$ cat config.mk
export PLATFORM = sky130hd
export DESIGN_NAME = bank_src_decoder
export DESIGN_NICKNAME = d
export VERILOG_FILES = /design/src/rtl/bank_dec_pkg.sv /design/src/rtl/cfg_reg.sv /design/src/rtl/bank_pick.sv /design/src/rtl/src_pick.sv /design/src/rtl/bank_src_decoder.sv
export SDC_FILE = /design/constraint.sdc
export NUM_CORES = 1
export LEC_CHECK = 0
export BUFFER_PORTS_ARGS = -buffer_cell sky130_fd_sc_hd__buf_2
export CORE_ASPECT_RATIO = 1.1
export CORE_MARGIN = 2
export CORE_UTILIZATION = 36
export CTS_CLUSTER_DIAMETER = 200
export DETAILED_ROUTE_END_ITERATION = 7
export PLACE_DENSITY_LB_ADDON = 0.15
export REMOVE_ABC_BUFFERS = 1
export SLEW_MARGIN = 15
export SYNTH_ARGS = -nofsm -noshare
export SYNTH_HDL_FRONTEND = slang
export SYNTH_HIERARCHICAL = 1
export SYNTH_SLANG_ARGS = --single-unit
$ cat constraint.sdc
create_clock -name clk -period 1.2 [get_ports clk]
set_input_delay 0.18 -clock clk [delete_from_list [all_inputs] [get_ports clk]]
set_output_delay 0.18 -clock clk [all_outputs]
set_load 0.05 [all_outputs]
$ cat src/rtl/bank_dec_pkg.sv
package bank_dec_pkg;
    typedef enum logic [2:0] {
        MD_BOOT     = 3'd0,
        MD_FLASH    = 3'd1,
        MD_SROM     = 3'd2,
        MD_SRAM     = 3'd3,
        MD_ROMRAM   = 3'd4,
        MD_RAM1     = 3'd5,
        MD_RAM2     = 3'd6,
        MD_SPARE    = 3'd7
    } mode_e;

    typedef enum logic [1:0] {
        SRC_LAST  = 2'd0,
        SRC_FLASH = 2'd1,
        SRC_RAM   = 2'd2
    } src_e;

    localparam int OFS_W = 13;
    localparam int BLK_W = 3;
endpackage

$ cat src/rtl/cfg_reg.sv
module cfg_reg
    import bank_dec_pkg::*;
#(
    parameter int BANK_W = 6
) (
    input  logic              clk,
    input  logic              rst_n,
    input  logic              load,
    input  logic [2:0]        mode_in,
    input  logic [BANK_W-1:0] bank_in,
    output mode_e             mode_q_o,
    output logic [BANK_W-1:0] bank_q_o
);
    typedef struct packed {
        mode_e             mode;
        logic [BANK_W-1:0] bank;
    } cfg_t;

    cfg_t cfg_d, cfg_q;

    always_comb begin
        cfg_d = cfg_q;
        if (load) begin
            cfg_d.mode = mode_e'(mode_in);
            cfg_d.bank = bank_in;
        end
    end

    always_ff @(posedge clk) begin
        if (!rst_n) begin
            cfg_q.mode <= MD_BOOT;
            cfg_q.bank <= '0;
        end else begin
            cfg_q <= cfg_d;
        end
    end

    assign mode_q_o = cfg_q.mode;
    assign bank_q_o = cfg_q.bank;


    load_capture_chk: assert property (@(posedge clk) disable iff (!rst_n)
        load |=> (mode_q_o == $past(mode_in)) && (bank_q_o == $past(bank_in)));


    hold_chk: assert property (@(posedge clk) disable iff (!rst_n)
        !load |=> $stable(mode_q_o) && $stable(bank_q_o));
endmodule

$ cat src/rtl/bank_pick.sv
module bank_pick
    import bank_dec_pkg::*;
#(
    parameter int BANK_W = 6
) (
    input  mode_e             mode,
    input  logic [BANK_W-1:0] field,
    input  logic              sel,
    output logic [BANK_W-1:0] bank
);
    localparam logic [BANK_W-1:0] BANK_ONE = BANK_W'(1);
    localparam logic [BANK_W-1:0] BANK_TWO = BANK_W'(2);

    always_comb begin
        unique case (mode)
            MD_FLASH, MD_SROM, MD_SRAM: bank = field;
            MD_ROMRAM, MD_RAM1:         bank = BANK_ONE;
            MD_RAM2:                    bank = sel ? BANK_TWO : BANK_ONE;
            default:                    bank = '0;
        endcase
    end
endmodule

$ cat src/rtl/src_pick.sv
module src_pick
    import bank_dec_pkg::*;
#(
    parameter int BOOT_BLK = 5
) (
    input  mode_e            mode,
    input  logic [BLK_W-1:0] blk,
    input  logic             sel,
    output src_e             src
);
    localparam logic [BLK_W-1:0] BOOT_IDX = BLK_W'(BOOT_BLK);

    always_comb begin
        unique case (mode)
            MD_BOOT:                    src = (blk == BOOT_IDX) ? SRC_FLASH : SRC_LAST;
            MD_FLASH, MD_SROM:          src = SRC_FLASH;
            MD_ROMRAM:                  src = sel ? SRC_FLASH : SRC_RAM;
            MD_RAM1, MD_RAM2, MD_SRAM:  src = SRC_RAM;
            default:                    src = SRC_LAST;
        endcase
    end
endmodule

$ cat src/rtl/bank_src_decoder.sv
module bank_src_decoder
    import bank_dec_pkg::*;
#(
    parameter int BANK_W   = 6,
    parameter int BOOT_BLK = 5
) (
    input  logic                    clk,
    input  logic                    rst_n,
    input  logic                    cfg_load,
    input  logic [2:0]              cfg_mode,
    input  logic [BANK_W-1:0]       cfg_bank,
    input  logic [BLK_W-1:0]        acc_blk,
    input  logic                    acc_sel,
    input  logic [OFS_W-1:0]        acc_ofs,
    output logic [BANK_W-1:0]       bank_num,
    output logic [1:0]              data_src,
    output logic [BANK_W+OFS_W-1:0] phys_addr
);
    localparam logic [BLK_W-1:0] BOOT_IDX = BLK_W'(BOOT_BLK);

    mode_e             mode_q;
    logic [BANK_W-1:0] field_q;
    src_e              src_w;

    cfg_reg #(.BANK_W(BANK_W)) u_cfg (
        .clk      (clk),
        .rst_n    (rst_n),
        .load     (cfg_load),
        .mode_in  (cfg_mode),
        .bank_in  (cfg_bank),
        .mode_q_o (mode_q),
        .bank_q_o (field_q)
    );

    bank_pick #(.BANK_W(BANK_W)) u_bank (
        .mode  (mode_q),
        .field (field_q),
        .sel   (acc_sel),
        .bank  (bank_num)
    );

    src_pick #(.BOOT_BLK(BOOT_BLK)) u_src (
        .mode (mode_q),
        .blk  (acc_blk),
        .sel  (acc_sel),
        .src  (src_w)
    );

    assign data_src  = src_w;
    assign phys_addr = {bank_num, acc_ofs};


    boot_window_chk: assert property (@(posedge clk) disable iff (!rst_n)
        (mode_q == MD_BOOT && acc_blk != BOOT_IDX) |-> (data_src == 2'd0 && bank_num == '0));


    ram2_bank_chk: assert property (@(posedge clk) disable iff (!rst_n)
        (mode_q == MD_RAM2) |-> (bank_num == (acc_sel ? BANK_W'(2) : BANK_W'(1))));


    spare_mode_chk: assert property (@(posedge clk) disable iff (!rst_n)
        (mode_q == MD_SPARE) |-> (data_src == 2'd0 && bank_num == '0));


    romram_split_chk: assert property (@(posedge clk) disable iff (!rst_n)
        (mode_q == MD_ROMRAM) |-> (data_src == (acc_sel ? 2'd1 : 2'd2)));


    addr_offset_chk: assert property (@(posedge clk) disable iff (!rst_n)
        phys_addr[OFS_W-1:0] == acc_ofs);
endmodule

==> qor.yml <==
floorplanning:
  die_h_um: 47.6
  start_util_pct: 39.1
  die_w_um: 43.7
  row_count: 15
  coreArea_um2: 1600
  design.die.area_um2: 2080
  design.portCount: 56
placed_design:
  placed_area_um2: 676
  io_buffer_count: 29
  post-place-ws_ns: -0.0939
  dp_hpwl_um: 1010
  routabilityCongestion: 0.787
  dp_cells: 100
logic_synthesis:
  yosysTopAreaCellShare_pct: 28.9
  synth-seq-cells: 9
  yosysTopAreaCell: "dfxtp_1"
  synthCells: 69
  syn_avg_cell_area_um2: 9.03
  netlist_top_cells_area: "dfxtp_1 (29%), buf_4 (23%), mux2i_1 (16%)"
  yosysSeqAreaShare_pct: 28.9
  ys_warn_count: 6
  ys_types: 20
  synth_area_um2: 623
sta:
  fmax_mhz: 677
  worst_pin_slew_ns: 0.371
  maxSlewHeadroom_pct: 75.2
  fin_ws_ns: -0.278
  hold_slack_ns: 0.179
  hold_viol_final: 0
  fin_skew_ns: 0
  slew_violations: 0
  rsz0062_at_grt: "yes"
  setup_viol: 14
  period_share_pct: 123
  post-route-min-period_ns: 1.48
clock_network:
  post_cts_buffers: 0
  clk-insertion-delay-late_ns: 0.25
  clock_sinks: 9
  tritoncts: "done"
  clockBufferDepth: 2
  cts-root-buf: "clkbuf_4"
  cts_made_buffers: 3
  clkTransAtPathRegs_ns: 0.07
  h-tree-depth: 1
worst_hold_path:
  hold_path.class: "in -> reg"
  hold_depth: 3
global_route:
  antenna_found_initial: 0
  grt_pass1_vias: 461
  grt_pass1_wl_um: 2150
  grtUsageTotal_pct: 14.7
  grt-ovfl-total: 0
  grt_max_degree: 10
route:
  drc: 0
  drt_first_iter_violations: 5
  dr.pass1.iters: 2
  dr_total_vias: 517
  routed_wl_um: 1460
  viasPerCell: 4.97
  routedWlPerCell_um: 14.1
  drtAntennaViolNets: 0
critical_path:
  crit_chain: "nor2_2 -> buf_4 -> a21oi_2 -> buf_6"
  crit_family: "flip-flops"
  arrival_ns: 1.30
  reg2reg_depth: 3
  cp-end-kind: "primary output"
  slowest_delay_ns: 0.36
  startpoint_type: "register"
  path_depth: 4
  critical_path_class: "reg -> out"
  crit_required_ns: 1.02
  cp.buffers_inverters: 2
  cp_slowest_cell: "dfxtp_4"
  crit_path_max_fanout: 5
finish:
  insertedDiodeCount: 0
  final-instance-count-excl-fill: 104
  finalInstanceArea_um2: 842
  layout.nets: 117
  area_growth_syn_to_layout_pct: 35.1
  layout-drive-gt1-share_pct: 59.8
pwr:
  leakage_uw: 0.000388
  powerDensity_nw_per_um2: 1010
  ir_drop_v: 0.000552
outcome:
  outcome: "complete, but fails checks"
  violations: "setup timing"
flow_run:
  drv_cap: 0
placed cells by master, fill, tap and decap left out, types with 2 or more instances in the layout:
cell type  netlist  routed
buf_2            0      15
buf_4           19      10
buf_6            1      10
mux2i_1         10      10
nor2b_1          9       9
dfxtp_1          9       6
clkbuf_4         0       3
nor3b_2          0       3
o21ai_0          2       2
nand2b_1         2       2
a21oi_2          1       2
dfxtp_4          0       2
power by group:
part	switching, uW	total [uW]	internal [uW]	leakage [uW]
Clock	108	231	123	0.0000177
Sequential	13.1	329	316	0.0000760
Combinational	167	294	127	0.000294
logic make-up (layout without fill, tap and decap cells):
family | count (synthesis) | after routing | synth area share [%]
AOI/OAI and AO/OA | 7 | 7 | 7.43
buffers and inverters | 22 | 40 | 26.1
DFF | 9 | 9 | 28.9
muxes | 11 | 11 | 17.9
and+or+nand+nor | 20 | 20 | 19.7
cell usage after synthesis:
cell,count
a21oi_2,1
o21a_1,1
nor2b_1,9
a31oi_1,1
nor2_1,2
inv_1,1
clkbuf_2,1
nand2_1,1
o32ai_1,1
nand3b_1,1
o21ai_0,2
nand2b_1,2
dfxtp_1,9
buf_4,19
nor3b_1,4
mux2_2,1
a21oi_1,1
nand3_1,1
buf_6,1
mux2i_1,10
worst min-delay path, stage by stage:
cell,delay [ns]
buf_2,0.07
mux2i_1,0.05
nor2b_1,0.09
metal layers:
| layer | global-route usage, % | wire (um) |
|---|---|---|
| met4 | 7.27 | 0 |
| met1 | 15.0 | 543 |
| met2 | 23.5 | 696 |
| met5 | 0 | 0 |
| met3 | 9.81 | 224 |
path summary, 6_finish.rpt:
path | startpoint | slack, ns | to
setup reg to reg | u_cfg/mode_q_o[2] | 0.41 | u_cfg/mode_q_o[2]
hold reg to reg | u_cfg/bank_q_o[3] | 0.51 | u_cfg/bank_q_o[3]
setup / recovery | u_cfg/mode_q_o[1] | -0.28 | phys_addr[14]
hold / removal | cfg_bank[3] | 0.18 | u_cfg/bank_q_o[3]
through the flow:
step	TNS [ns]	total power (uW)	utilization, %
floorplan	-18.14	485	-
global placement	-0.195	571	42.4
detailed placement	-0.236	573	42.4
CTS	-3.22	854	50.5
global route	-4.22	905	52.8
finish	-3.11	853	52.8
cell type report:
type | count | area [um2]
clock buffers | 3 | 22.5
clock inverters | 1 | 5.00
fillers | 160 | 753
inverters | 1 | 3.75
multi-input cells | 38 | 338
flip-flops and latches | 9 | 189
well taps | 17 | 21.3
repair buffers | 35 | 263
sequential cells by signal (all words and copies together), names as in the netlist:
| name | flops |
|---|---|
| u_cfg/mode_q_o | 3 |
| u_cfg/bank_q_o | 6 |
timing repair:
item,in CTS,in global routing
cloned,0,0
endpoints found under the setup margin,14,14
hold buffers,0,0
pin swaps,5,2
gates resized for setup,32,8
Note: power is estimated with default switching activity, not from simulation.
